==> src/rtl/ext_irq_trigger.sv <==
module ext_irq_trigger #(
  parameter int NPINS = 8,
  parameter int AW    = 2,
  parameter int DW    = 8
) (
  input  logic             clk,
  input  logic             rst_n,
  input  logic [NPINS-1:0] pin_i,
  input  logic             cfg_we,
  input  logic [AW-1:0]    cfg_addr,
  input  logic [DW-1:0]    cfg_wdata,
  output logic [DW-1:0]    cfg_rdata,
  output logic [NPINS-1:0] req_set_o
);
  localparam int PER_BYTE = DW / 2;
  localparam int NBYTES   = NPINS / PER_BYTE;
  localparam logic [1:0] M_LOW  = 2'd0;
  localparam logic [1:0] M_HIGH = 2'd1;
  localparam logic [1:0] M_RISE = 2'd2;
  localparam logic [1:0] M_FALL = 2'd3;

  logic [DW-1:0]      cfg_q [NBYTES];
  logic [NPINS-1:0]   sync1_q, sync2_q, prev_q, reload;
  logic [2*NPINS-1:0] mode_flat;

  always_ff @(posedge clk or negedge rst_n) begin
    if (!rst_n) begin
      sync1_q <= '0;
      sync2_q <= '0;
      prev_q  <= '0;
    end else begin
      sync1_q <= pin_i;
      sync2_q <= sync1_q;
      prev_q  <= (reload & sync1_q) | (~reload & sync2_q);
    end
  end

  for (genvar b = 0; b < NBYTES; b++) begin : g_byte
    logic hit;
    assign hit = cfg_we && (cfg_addr == AW'(b));
    assign reload[b*PER_BYTE +: PER_BYTE] = {PER_BYTE{hit}};

    always_ff @(posedge clk or negedge rst_n) begin
      if (!rst_n)   cfg_q[b] <= {PER_BYTE{M_FALL}};
      else if (hit) cfg_q[b] <= cfg_wdata;
    end
  end

  for (genvar i = 0; i < NPINS; i++) begin : g_pin
    localparam int BI = i / PER_BYTE;
    localparam int FI = i % PER_BYTE;
    logic det;
    assign mode_flat[2*i +: 2] = cfg_q[BI][2*FI +: 2];

    always_comb begin
      case (mode_flat[2*i +: 2])
        M_LOW:   det = ~sync2_q[i];
        M_HIGH:  det = sync2_q[i];
        M_RISE:  det = sync2_q[i] & ~prev_q[i];
        default: det = ~sync2_q[i] & prev_q[i];
      endcase
    end
    assign req_set_o[i] = det;
  end

  always_comb begin
    cfg_rdata = '0;
    for (int b = 0; b < NBYTES; b++)
      if (cfg_addr == AW'(b)) cfg_rdata = cfg_q[b];
  end
endmodule

==> config.mk <==
export PLATFORM = sky130hd
export DESIGN_NAME = ext_irq_trigger
export DESIGN_NICKNAME = d
export VERILOG_FILES = /design/src/rtl/ext_irq_trigger.sv
export SDC_FILE = /design/constraint.sdc
export NUM_CORES = 1
export LEC_CHECK = 0
export BUFFER_PORTS_ARGS = -buffer_cell sky130_fd_sc_hd__buf_2
export CAP_MARGIN = 10
export CORE_MARGIN = 3
export CORE_UTILIZATION = 30
export CTS_CLUSTER_SIZE = 25
export DETAILED_ROUTE_END_ITERATION = 12
export PLACE_DENSITY = 0.48
export SETUP_SLACK_MARGIN = 0.02
export SYNTH_ARGS = -nofsm -noshare
export SYNTH_HDL_FRONTEND = slang
export SYNTH_SLANG_ARGS = --single-unit
==> constraint.sdc <==
create_clock -name clk -period 2.65 [get_ports clk]
set_input_delay 0.1325 -clock clk [delete_from_list [all_inputs] [get_ports clk]]
set_output_delay 0.1325 -clock clk [all_outputs]
set_load 0.005 [all_outputs]
Yosys cells after proc, flatten, opt, wreduce, memory -nomap -nowiden
Index checks and enable logic that the tools add are counted.

cells by class
  bitwise logic cells = 36
  equality and inequality tests = 17
  reductions and logical operators = 11
  muxes and demuxes = 10

operator list
  cell                                                             count
  1-bit one-hot mux with 3 select lines                            8
  2-bit by 1-bit == test with 1-bit output, second input constant  9
  2-bit zero test                                                  9
  1-bit bitwise AND                                                16
  8-bit bitwise AND                                                2
  2-bit == test, second input constant                             8
  8-bit 2-to-1 mux                                                 2
  1-bit NOT                                                        16
  8-bit NOT                                                        1
  8-bit bitwise OR                                                 1
  1-bit logical AND                                                2

word-level totals
  flip-flop bits (word level) = 40
  word-level logic and storage cells = 79

Logic depth before layout (Yosys ltp)
Gate-level depths: netlist of the first run.

  depth in word-level cells = 5
  mapped depth = 4
  depth with buffers taken out = 2

Worst setup path after synthesis of the first run
OpenSTA, ideal clock, no wires.

  path type = flip-flop to output port
  start point = register cfg_q[9] (netlist name)
  end point = output port req_set_o[0]
  cell stages (with the launch flop) = 4
  arrival time = 1280 ps
  buffers on the path = 1
  data required time = 2518 ps
  path slack = 1238 ps
  path through = dfstp_2 -> or3b_2 -> a32oi_1 -> buf_4

on the way
  longest elaborated chain between the ends = 2
  elaborated cells on any way between the ends = 4

RTL lines
  item                                     RTL line  RTL
  from (decl)                              22        logic [DW-1:0] cfg_q [NBYTES];
  from (signal, indexed assignment)        44        if (!rst_n) cfg_q[b] <= {PER_BYTE{M_FALL}};
  from (signal, indexed assignment)        45        else if (hit) cfg_q[b] <= cfg_wdata;
  2-bit == test (tied with other cells)    56        case (mode_flat[2*i +: 2])
  1-bit one-hot mux with 3 select lines *  56
  to (decl)                                13        output logic [NPINS-1:0] req_set_o

Mark *: on every way between the ends. The rest lies on a longest branch, timed or not.

Worst setup path in the final report of the first run
  start point = register cfg_q[15] (netlist name)
  end point = output port req_set_o[3]

The elaborated chain is that of the path after synthesis.

==> metrics.md, run 1 <==
| Metric | Value |
|---|---|
| Count of port buffers added during placement | `36` |
| Category of the critical setup timing path | `register to output pin` |
| Maximum number of pins on one net before global-route repair | `41` |
| Drt pass-1 iters | `4` |
| Peak Freq | `0.5485 GHz` |
| Core Box Area | `5743 µm²` |
| Clock latency on the worst-skew pair | `290 ps` |
| Largest delay contributor family on the critical path | `flip-flops` |
| Crit end category | `output pin` |
| Avg Vias per Cell | `4.764` |
| Root buffer selected by CTS | `sky130_fd_sc_hd__clkbuf_8` |
| Critical path's slowest cell | `sky130_fd_sc_hd__dfstp_2` |
| Count of buffer and inverter cells on the critical path | `1` |
| Total leakage power | `0.9384 nW` |
| Horizontal die dimension | `84.51 µm` |
| Final Max Tran Viols | `0` |
| Unrepaired setup endpoints after global routing | `no` |
| Detail Placement HPWL | `2437 µm` |
| Largest stage delay on the critical path | `570 ps` |
| Filler cell count in the final layout | `570` |
| Antenna violations before repair | `0` |
| Number of placement rows | `27` |
| Worst endpoint data arrival time | `1690 ps` |
| I/O pin cnt | `37` |
| Die height | `84.51 µm` |
| Number of nets in the final layout | `194` |
| Vias post-DR | `1172` |
| Maximum level of the CTS H-tree | `2` |
| Clock tree from TritonCTS | `done` |
| Distinct cell type count of the synthesized netlist | `18` |
| Synthesized Nets | `154` |
| Mean routed wirelength per cell | `13.83 µm` |
| Final critical-path required period | `1823 ps` |
| # Max-Cap Violations | `0` |
| Skew final | `5.079 ps` |
| Reg area | `1021 µm²` |
| Number of global-route vias before repair | `1189` |
| Final antenna-violating net count | `0` |
| Hold Startpoint | `cfg_wdata[2]` |
| Highest ir drop seen on vdd | `0.2786 mV` |
| Maximum buffer depth of the clock tree | `2` |
| Maximum net fanout on the critical path | `6` |
| Worst min-delay path category | `primary input to register` |
| Worst max-slew margin expressed relative to the limit | `42.18%` |
| Smallest setup slack after layout | `827.0 ps` |
| Full die area | `7142 µm²` |
| Total power of the final layout | `1.460 mW` |
| Final Hold Violating Endpoints | `0` |
| Critical path startpoint | `cfg_q[15]$_DFFE_PN1P_` |
| Number of cells produced by synthesis | `133` |
| Worst hold margin | `93.58 ps` |
| Iteration-0 DRC count of the detailed router | `18` |
| Initial core utilization | `32.20%` |
| Power per unit of standard cell area | `664.0 nW/µm²` |
| Period Utilization, post-route | `68.79%` |
| Portion of the post-synthesis area used by sequential elements | `55.21%` |
| Worst path cell trace | `or3b_2 -> a32oi_1 -> buf_2` |
| Number of hold buffers added after CTS | `9` |
| First-pass GRT wire length | `5740 µm` |
| CTS clk-pin slew, worst paths | `70 ps` |
| Netlist area before placement | `1849 µm²` |
| Antenna diode count | `0` |
| Synth warnings | `0` |
| Worst Path Required | `2520 ps` |
| Multi-input logic area | `726.9 µm²` |
| Setup slack at placement | `1121 ps` |
| Post-route DRC | `0` |
| Setup Fix Bufs, Post-CTS | `0` |
| Number of buffers created by CTS | `5` |
| Global-route total usage across every layer | `10.22%` |
| Share of post-route cells with drive strength above 1 | `56.32%` |
| Reg-to-reg startpoint | `sync2_q[1]$_DFF_PN0_` |
| Flip-flop and latch count after synthesis | `40` |
| Syn Area/Cell | `13.90 µm²` |
| Share of the core filled with cells in the final layout | `38.28%` |
| Count of cells resized by post-cts repair | `0` |
| Final GP Congestion | `0.6918` |
| Worst Tran Pin Value | `867.4 ps` |
| GRT Residual Overflow | `0` |
| Layout Area Growth over Synthesis | `18.88%` |
| Result of the run | `finished, final reports clean` |
| Total negative slack | `0 ps` |
| Setup violators final | `0` |
| Type of element launching the critical path | `register` |
| Routed WL | `3402 µm` |
| Sinks on the clock net | `40` |
[registers in the layout, summed over array words and instances, names as in the netlist]
name / flops
sync1_q: 8
sync2_q: 8
prev_q: 8
cfg_q: 16
[cell families after synthesis]
| kind of cell | after synthesis | synth area share (%) |
|---|---|---|
| flops | 40 | 55.21 |
| simple gates | 33 | 12.38 |
| mux | 32 | 18.94 |
| compound gates | 15 | 7.511 |
| buf+inv | 12 | 5.480 |
| xor+xnor | 1 | 0.4737 |
[metrics by stage]
step                cells  instance area [µm²]
finish                246                 2198
global route          246                 2198
CTS                   246                 2198
detailed placement    229                 2018
global placement      229                 2018
floorplan             133                 1849
[final cells by class]
| type | instances | area share, % |
|---|---|---|
| Clock buffer | 8 | 4.098 |
| Tap cell | 72 | 4.098 |
| Timing Repair Buffer | 45 | 12.29 |
| Multi-Input combinational cell | 81 | 33.07 |
| Sequential cell | 40 | 46.44 |
[layer usage]
metal	track usage [%]	share of wire [%]	wire length [µm]	vias up
met5	0	0	0	-
met3	4.024	6.6	225	6
met1	12.09	44	1489	580
li1	-	-	-	558
met4	3.885	1.4	49	0
met2	16.73	48	1637	28
[cells in the final DEF, fill, tap and decap left out]
cell type                        n
sky130_fd_sc_hd__buf_2          36
sky130_fd_sc_hd__mux2_2         24
sky130_fd_sc_hd__dfrtp_1        24
sky130_fd_sc_hd__dfstp_2        16
sky130_fd_sc_hd__dlygate4sd3_1   9
sky130_fd_sc_hd__mux2i_1         8
sky130_fd_sc_hd__nor2_1          8
sky130_fd_sc_hd__or3b_2          7
sky130_fd_sc_hd__nand2b_1        7
sky130_fd_sc_hd__nand3_1         7
sky130_fd_sc_hd__o21ba_2         7
sky130_fd_sc_hd__a32oi_1         7
sky130_fd_sc_hd__clkbuf_8        6
sky130_fd_sc_hd__clkbuf_1        2
sky130_fd_sc_hd__xor2_1          1
sky130_fd_sc_hd__nand4b_1        1
sky130_fd_sc_hd__nand4bb_1       1
sky130_fd_sc_hd__o211ai_1        1
sky130_fd_sc_hd__nand3b_4        1
sky130_fd_sc_hd__nor3b_4         1
[report_power, final]
part	switching, mW	internal, mW	leakage, nW
Sequential	0.0764	0.715	0.448
Clock	0.191	0.212	0.0455
Combinational	0.102	0.162	0.445
[Yosys cell counts (all sizes together)]
library cell  instances  area share (%)
dfrtp                24              32
xor2                  1            0.47
mux2                 24              15
dfstp                16              23
a32oi                 7             3.3
nand2b                7             2.4
nand3                 7             1.9
nand3b                1             1.1
nor3b                 1             1.0
or3b                  7             3.3
nand4b                1            0.47
mux2i                 8             4.3
nand4bb               1            0.61
buf                  12             5.5
o211ai                1            0.41
o21ba                 7             3.8
nor2                  8             1.6
[path summary, 6_finish.rpt]
path                                             end  slack, ps  depth (start not counted)
worst max-delay path                    req_set_o[3]        830                          3
worst min-delay path            cfg_q[2]$_DFFE_PN1P_         90                          2
worst max register to register   prev_q[1]$_DFF_PN0_       1850                          1
worst min register to register  sync2_q[7]$_DFF_PN0_        370                          0
max in group asynchronous       sync1_q[6]$_DFF_PN0_       1610                          2
min in group asynchronous       sync1_q[0]$_DFF_PN0_        500                          2
Note: power is estimated with default switching activity, not from simulation.
==> run 2, diff against run 1 <==
--- a/config.mk
+++ b/config.mk
@@ -5,13 +5,14 @@
 export SDC_FILE = /design/constraint.sdc
 export NUM_CORES = 1
 export LEC_CHECK = 0
+export ABC_AREA = 1
 export BUFFER_PORTS_ARGS = -buffer_cell sky130_fd_sc_hd__buf_2
 export CAP_MARGIN = 10
 export CORE_MARGIN = 3
 export CORE_UTILIZATION = 30
 export CTS_CLUSTER_SIZE = 25
 export DETAILED_ROUTE_END_ITERATION = 12
-export PLACE_DENSITY = 0.48
+export PLACE_DENSITY = 0.49
 export SETUP_SLACK_MARGIN = 0.02
 export SYNTH_ARGS = -nofsm -noshare
 export SYNTH_HDL_FRONTEND = slang
==> constraint.sdc (replaced) <==
create_clock -name clk -period 1.6 [get_ports clk]
set_input_delay 0.08 -clock clk [delete_from_list [all_inputs] [get_ports clk]]
set_output_delay 0.08 -clock clk [all_outputs]
set_load 0.005 [all_outputs]
==> metrics.md, run 2 <==
| Metric | Value |
|---|---|
| CTS clk-pin slew, worst paths | `70 ps (about the same)` |
| Cell with the most instances after synthesis | `sky130_fd_sc_hd__nand2_1` |
| Detail Placement HPWL | `2913 µm (was 2437 µm)` |
| Drt pass-1 iters | `4 (unchanged)` |
| Synth warnings | `0 (unchanged)` |
| Post-route DRC | `0 (unchanged)` |
| Count of cells resized by post-cts repair | `0 (unchanged)` |
| Worst Path Required | `1520 ps (was 2520 ps)` |
| Mean routed wirelength per cell | `10.17 µm (was 13.83 µm)` |
| Routed WL | `4016 µm (was 3402 µm)` |
| Flip-flop cell with the highest count after synthesis | `sky130_fd_sc_hd__dfrtp_1 (unchanged)` |
| Power per unit of standard cell area | `1013 nW/µm² (was 664.0 nW/µm²)` |
| Horizontal die dimension | `87.08 µm (was 84.51 µm)` |
| Root buffer selected by CTS | `sky130_fd_sc_hd__clkbuf_8 (unchanged)` |
| Number of hold buffers added after CTS | `14 (was 9)` |
| Flip-flop and latch count after synthesis | `40 (unchanged)` |
| Avg Vias per Cell | `4.271 (was 4.764)` |
| Most frequent standard cell in the layout excluding fill and tap cells | `sky130_fd_sc_hd__nand2_1 (was sky130_fd_sc_hd__buf_2)` |
| Period Utilization, post-route | `82.81%` |
| Distinct cell type count of the synthesized netlist | `14 (was 18)` |
| Worst max-slew margin expressed relative to the limit | `66.47% (was 42.18%)` |
| Count of port buffers added during placement | `36 (unchanged)` |
| Global-route total usage across every layer | `11.90% (was 10.22%)` |
| Total leakage power | `1.403 nW (was 0.9384 nW)` |
| Syn Area/Cell | `7.276 µm² (was 13.90 µm²)` |
| Synthesized Nets | `292 (was 154)` |
| Total negative slack | `0 ps (unchanged)` |
| Hold Startpoint | `cfg_wdata[7] (was cfg_wdata[2])` |
| Die height | `87.08 µm (was 84.51 µm)` |
| First-pass GRT wire length | `7079 µm (was 5740 µm)` |
| Number of buffers created by CTS | `5 (unchanged)` |
| Vias post-DR | `1687 (was 1172)` |
| Final Hold Violating Endpoints | `0 (unchanged)` |
| Largest cells by area after synthesis | `sky130_fd_sc_hd__dfrtp_1 (30%), sky130_fd_sc_hd__nand2_1 (27%), sky130_fd_sc_hd__dfstp_2 (21%), sky130_fd_sc_hd__inv_1 (6.5%), sky130_fd_sc_hd__buf_4 (3.4%) (was sky130_fd_sc_hd__dfrtp_1 (32%), sky130_fd_sc_hd__dfstp_2 (23%), sky130_fd_sc_hd__mux2_2 (15%), sky130_fd_sc_hd__mux2i_1 (4.3%), sky130_fd_sc_hd__o21ba_2 (3.8%))` |
| Antenna violations before repair | `0 (unchanged)` |
| Maximum number of pins on one net before global-route repair | `41 (unchanged)` |
| Type of element launching the critical path | `register (unchanged)` |
| Clock tree from TritonCTS | `done (unchanged)` |
| Largest area contributor in the netlist | `sky130_fd_sc_hd__dfrtp_1 (unchanged)` |
| Final GP Congestion | `0.7290 (was 0.6918)` |
| I/O pin cnt | `37 (unchanged)` |
| Setup Fix Bufs, Post-CTS | `0 (unchanged)` |
| Clock latency on the worst-skew pair | `290 ps (about the same)` |
| Maximum net fanout on the critical path | `5 (was 6)` |
| Most frequent cells in the layout | `sky130_fd_sc_hd__nand2_1 (142), sky130_fd_sc_hd__buf_2 (36), sky130_fd_sc_hd__inv_1 (34) (was sky130_fd_sc_hd__buf_2 (36), sky130_fd_sc_hd__mux2_2 (24), sky130_fd_sc_hd__dfrtp_1 (24))` |
| Setup violators final | `0 (unchanged)` |
| Layout Area Growth over Synthesis | `23.10% (was 18.88%)` |
| Number of synthesized flops with an enable pin | `0 (unchanged)` |
| Sinks on the clock net | `40 (unchanged)` |
| Peak Freq | `0.7547 GHz` |
| Result of the run | `finished, final reports clean (unchanged)` |
| Category of the critical setup timing path | `register to output pin (unchanged)` |
| Netlist area before placement | `1972 µm² (was 1849 µm²)` |
| Worst Tran Pin Value | `502.9 ps (was 867.4 ps)` |
| Antenna diode count | `0 (unchanged)` |
| Maximum buffer depth of the clock tree | `2 (unchanged)` |
| Critical path startpoint | `cfg_q[14]$_DFFE_PN1P_ (was cfg_q[15]$_DFFE_PN1P_)` |
| Highest ir drop seen on vdd | `0.4859 mV (was 0.2786 mV)` |
| GRT Residual Overflow | `0 (unchanged)` |
| Worst hold margin | `9.362 ps (was 93.58 ps)` |
| Full die area | `7582 µm² (was 7142 µm²)` |
| Skew final | `2.614 ps (was 5.079 ps)` |
| Final critical-path required period | `1325 ps` |
| Share of post-route cells with drive strength above 1 | `20.94% (was 56.32%)` |
| Crit end category | `output pin (unchanged)` |
| Reg area | `1021 µm² (unchanged)` |
| Unrepaired setup endpoints after global routing | `no (unchanged)` |
| Worst endpoint data arrival time | `1250 ps (was 1690 ps)` |
| Maximum level of the CTS H-tree | `2 (unchanged)` |
| Fraction of synthesis flops using an asynchronous set or reset pin | `100.0% (unchanged)` |
| Final Max Tran Viols | `0 (unchanged)` |
| Number of nets in the final layout | `340 (was 194)` |
| Number of cells produced by synthesis | `271 (was 133)` |
| Portion of synthesized cell area occupied by the leading cell type | `30.46% (was 32.48%)` |
| Worst min-delay path category | `primary input to register (unchanged)` |
| Max FFs per register | `16 (unchanged)` |
| Filler cell count in the final layout | `649 (was 570)` |
| Reg-to-reg startpoint | `cfg_q[14]$_DFFE_PN1P_ (was sync2_q[1]$_DFF_PN0_)` |
| Cell types with the highest counts after synthesis | `sky130_fd_sc_hd__nand2_1 (142), sky130_fd_sc_hd__inv_1 (34), sky130_fd_sc_hd__dfrtp_1 (24) (was sky130_fd_sc_hd__dfrtp_1 (24), sky130_fd_sc_hd__mux2_2 (24), sky130_fd_sc_hd__dfstp_2 (16))` |
| Multi-input logic area | `720.7 µm² (was 726.9 µm²)` |
| Core Box Area | `6131 µm² (was 5743 µm²)` |
| Initial core utilization | `32.16% (was 32.20%)` |
| Register containing the most flip-flops in the final layout | `cfg_q (unchanged)` |
| Number of global-route vias before repair | `1601 (was 1189)` |
| Iteration-0 DRC count of the detailed router | `45 (was 18)` |
| Final antenna-violating net count | `0 (unchanged)` |
| # Max-Cap Violations | `0 (unchanged)` |
| Portion of the post-synthesis area used by sequential elements | `51.78% (was 55.21%)` |
| Number of placement rows | `28 (was 27)` |
## run 2: power breakdown
group | switching (mW) | internal (mW)
combinational | 0.256 | 0.212
clock | 0.344 | 0.394
sequential | 0.0919 | 1.16
total | 0.692 | 1.77
## run 2: worst max-delay path: stages (launching register included)
cell                      delay [ps]
sky130_fd_sc_hd__dfstp_2         580
sky130_fd_sc_hd__nand2_1          60
sky130_fd_sc_hd__nand2_1          80
sky130_fd_sc_hd__inv_1            40
sky130_fd_sc_hd__nand2_1          40
sky130_fd_sc_hd__nand2_1          40
sky130_fd_sc_hd__buf_2           120
## run 2: worst paths after layout
path	to	slack, ps	cells past startpoint
hold / removal	cfg_q[7]$_DFFE_PN1P_	9	3
hold reg to reg	sync2_q[6]$_DFF_PN0_	380	0
setup / recovery	req_set_o[3]	270	6
min in group asynchronous	prev_q[4]$_DFF_PN0_	380	3
setup reg to reg	cfg_q[14]$_DFFE_PN1P_	830	2
max in group asynchronous	cfg_q[3]$_DFFE_PN1P_	850	3
## run 2: stage by stage
step,utilization [%],area [µm²],worst slack [ps],instances,power [mW]
after floorplan,-,1972,635.1,271,1.599
after global placement,35.51,2177,444.7,372,1.714
after detailed placement,35.51,2177,438.0,372,1.724
after CTS,39.43,2417,248.7,394,2.499
after global routing,39.59,2427,136.6,395,2.642
final,39.59,2427,275.0,395,2.459
## run 2: area by class of cell
type                       count  area share (%)
clock buffer                   8           4.124
inverter                      35           5.412
multi-input combinational    182           29.69
sequential                    40           42.06
tap                           75           3.866
timing repair buffer          55           14.85
## run 2: metal layers
layer / vias to the layer above / wire length [µm] / GRT usage (%)
li1: 885 / - / -
met1: 762 / 1880 / 15.54
met2: 37 / 1867 / 19.19
met3: 3 / 233 / 3.122
met4: 0 / 34 / 3.824
met5: - / 0 / 0
## run 2: kinds of logic after synthesis
group | count (synthesis) | synth area share, %
buffers and inverters | 49 | 11.67
DFF | 40 | 51.78
and+or+nand+nor | 174 | 34.52
AOI/OAI and AO/OA | 8 | 2.031
==> run 3, diff against run 2 <==
==> constraint.sdc (replaced) <==
create_clock -name clk -period 1.15 [get_ports clk]
set_input_delay 0.0575 -clock clk [delete_from_list [all_inputs] [get_ports clk]]
set_output_delay 0.0575 -clock clk [all_outputs]
set_load 0.005 [all_outputs]
==> metrics.md, run 3 (synthesized netlist as in run 2, its figures left out) <==
| Metric | Value |
|---|---|
| Result of the run | `finished, violations left (was finished, final reports clean)` |
| Failing checks | `setup timing` |
| # Max-Cap Violations | `0 (unchanged)` |
| CTS clk-pin slew, worst paths | `70 ps (about the same)` |
| Worst path cell trace | `buf_4 -> buf_6 -> nand2_2 -> nand2_2 -> buf_6 (was nand2_1 -> nand2_1 -> inv_1 -> nand2_1 -> nand2_1 -> buf_2)` |
| FF-to-FF End | `cfg_q[14]$_DFFE_PN1P_ (unchanged)` |
| Global-route total usage across every layer | `12.87% (was 11.90%)` |
| Worst Path Required | `1090 ps (was 1520 ps)` |
| Crit end category | `output pin (unchanged)` |
| Post-route DRC | `0 (unchanged)` |
| Antenna violations before repair | `0 (unchanged)` |
| Unrepaired setup endpoints after global routing | `yes (was no)` |
| Number of placement rows | `28 (unchanged)` |
| Antenna diode count | `0 (unchanged)` |
| Register containing the most flip-flops in the final layout | `cfg_q (unchanged)` |
| Final Max Tran Viols | `0 (unchanged)` |
| Largest stage delay on the critical path | `570 ps (was 580 ps)` |
| Share of post-route cells with drive strength above 1 | `35.24% (was 20.94%)` |
| GRT Residual Overflow | `0 (unchanged)` |
| Period Utilization, post-route | `113.9%` |
| First-pass GRT wire length | `7541 µm (was 7079 µm)` |
| Worst min-delay path category | `primary input to register (unchanged)` |
| Maximum net fanout on the critical path | `4 (was 5)` |
| Full die area | `7582 µm² (unchanged)` |
| Layout Area Growth over Synthesis | `42.13% (was 23.10%)` |
| Sinks on the clock net | `40 (unchanged)` |
| Most frequent standard cell in the layout excluding fill and tap cells | `sky130_fd_sc_hd__nand2_1 (unchanged)` |
| Clock tree from TritonCTS | `done (unchanged)` |
| Maximum buffer depth of the clock tree | `2 (unchanged)` |
| Count of port buffers added during placement | `36 (unchanged)` |
| Worst Tran Pin Value | `405.5 ps (was 502.9 ps)` |
| Number of buffers created by CTS | `5 (unchanged)` |
| Clock latency on the worst-skew pair | `290 ps (about the same)` |
| Setup slack at placement | `157.9 ps (was 438.0 ps)` |
| Final standard cell count with taps included and fillers excluded | `424 (was 395)` |
| Skew final | `5.236 ps (was 2.614 ps)` |
| Critical path startpoint | `cfg_q[14]$_DFFE_PN1P_ (unchanged)` |
| Highest ir drop seen on vdd | `0.8695 mV (was 0.4859 mV)` |
| Final GP Congestion | `0.7125 (was 0.7290)` |
| Reg-to-reg startpoint | `cfg_q[14]$_DFFE_PN1P_ (unchanged)` |
| Category of the critical setup timing path | `register to output pin (unchanged)` |
| Avg Vias per Cell | `4.158 (was 4.271)` |
| Mean routed wirelength per cell | `10.17 µm (about the same)` |
| Total leakage power | `1.589 nW (was 1.403 nW)` |
| Drt pass-1 iters | `4 (unchanged)` |
| CP Capture Point | `cfg_rdata[6] (was req_set_o[3])` |
| I/O pin cnt | `37 (unchanged)` |
| Maximum number of pins on one net before global-route repair | `41 (unchanged)` |
| Cell count of the worst reg-to-reg path | `5 (was 2)` |
| Core Box Area | `6131 µm² (unchanged)` |
| Vias post-DR | `1763 (was 1687)` |
| Most frequent cells in the layout | `sky130_fd_sc_hd__nand2_1 (114), sky130_fd_sc_hd__buf_2 (34), sky130_fd_sc_hd__inv_1 (32) (was sky130_fd_sc_hd__nand2_1 (142), sky130_fd_sc_hd__buf_2 (36), sky130_fd_sc_hd__inv_1 (34))` |
| Setup slack of the most critical reg-to-reg path | `120 ps (was 830 ps)` |
| Final antenna-violating net count | `0 (unchanged)` |
| Peak Freq | `0.7633 GHz` |
| Type of element launching the critical path | `register (unchanged)` |
| Final Hold Violating Endpoints | `0 (unchanged)` |
| Maximum level of the CTS H-tree | `2 (unchanged)` |
| Root buffer selected by CTS | `sky130_fd_sc_hd__clkbuf_8 (unchanged)` |
| Number of nets in the final layout | `369 (was 340)` |
| Initial core utilization | `32.16% (unchanged)` |
| Power per unit of standard cell area | `1324 nW/µm² (was 1013 nW/µm²)` |
| Worst endpoint data arrival time | `1250 ps (about the same)` |
| Die height | `87.08 µm (unchanged)` |
| Horizontal die dimension | `87.08 µm (unchanged)` |
| Routed WL | `4310 µm (was 4016 µm)` |
| Smallest setup slack after layout | `-160.1 ps (was 275.0 ps)` |
| Worst max-slew margin expressed relative to the limit | `72.90% (was 66.47%)` |
| Filler cell count in the final layout | `621 (was 649)` |
| Number of global-route vias before repair | `1702 (was 1601)` |
| Critical path's slowest cell | `sky130_fd_sc_hd__dfstp_2 (unchanged)` |
| Final critical-path required period | `1310 ps` |
| Iteration-0 DRC count of the detailed router | `83 (was 45)` |
| Setup violators final | `16 (was 0)` |
| Max FFs per register | `16 (unchanged)` |
| Number of instances in the placed design | `374 (was 372)` |
| Detail Placement HPWL | `2872 µm (was 2913 µm)` |
==> run 3: changes by cell type in the layout (fill, tap and decap cells not counted), moves of 2 or more <==
cell,previous run,this run
sky130_fd_sc_hd__o21ai_1,0,3
sky130_fd_sc_hd__nand2_1,142,114
sky130_fd_sc_hd__dlygate4sd3_1,15,17
sky130_fd_sc_hd__nand2_4,0,3
sky130_fd_sc_hd__inv_2,1,3
sky130_fd_sc_hd__buf_2,36,34
sky130_fd_sc_hd__buf_6,0,16
sky130_fd_sc_hd__inv_1,34,32
sky130_fd_sc_hd__o21ai_0,8,5
sky130_fd_sc_hd__buf_4,4,16
sky130_fd_sc_hd__nand2_2,1,26
==> run 3: layout make-up <==
class                      instances  area [µm²]  area share [%]
clock buffer                       8       90.09           3.214
inverter                          35       131.4           4.687
multi-input combinational        182       805.8           28.75
sequential                        40        1021           36.43
tap                               75       93.84           3.348
timing repair buffer              84       660.6           23.57
==> run 3: through the flow <==
stage / hold WS [ps] / instance area, µm² / utilization, % / setup TNS [ps] / total power, mW
final: 60.91 / 2803 / 45.71 / -1720 / 3.711
after detailed placement: 44.60 / 2205 / 35.96 / 0 / 2.408
after floorplan: -238.1 / 1972 / - / 0 / 2.224
after global placement: 47.89 / 2205 / 35.96 / 0 / 2.398
after CTS: 52.86 / 2666 / 43.49 / -1876 / 3.641
after global routing: 64.54 / 2803 / 45.71 / -3016 / 4.000
==> run 3: metal layers <==
metal / wire length [µm] / global-route usage [%] / vias to the layer above
met4: 58 / 5.949 / 0
met3: 229 / 3.311 / 5
met1: 1958 / 16.28 / 781
li1: - / - / 943
met5: 0 / 0 / -
met2: 2063 / 20.50 / 34
==> run 3: worst max-delay path: cells and delay by family (launching register included) <==
family | cells | cell delay [ps]
flip-flops | 1 | 570
buffers and inverters | 3 | 290
AND/OR/NAND/NOR | 2 | 100
==> run 3: how the worst min path moves through the flow <==
stage | cells after the start | startpoint | to
final | 3 | cfg_we | cfg_q[8]$_DFFE_PN1P_
after global routing | 3 | cfg_we | cfg_q[8]$_DFFE_PN1P_
after CTS | 3 | cfg_we | cfg_q[8]$_DFFE_PN1P_
after detailed placement | 2 | rst_n | prev_q[4]$_DFF_PN0_
after global placement | 2 | rst_n | prev_q[4]$_DFF_PN0_
after floorplan | 0 | rst_n | prev_q[0]$_DFF_PN0_
==> run 3: repair_timing <==
action,CTS,global route
resized for setup,21,33
hold buffers,17,0
setup buffers,19,8
hold endpoints to repair,62,0
endpoints found under the setup margin,16,16
pin swaps,25,15
==> run 3: power breakdown <==
group          switching (mW)  total, mW  internal [mW]  leakage, nW
clock                   0.465      0.954          0.489       0.0455
sequential              0.131       1.75           1.62        0.448
combinational           0.461       1.01          0.549         1.10
total                    1.06       3.71           2.65         1.59
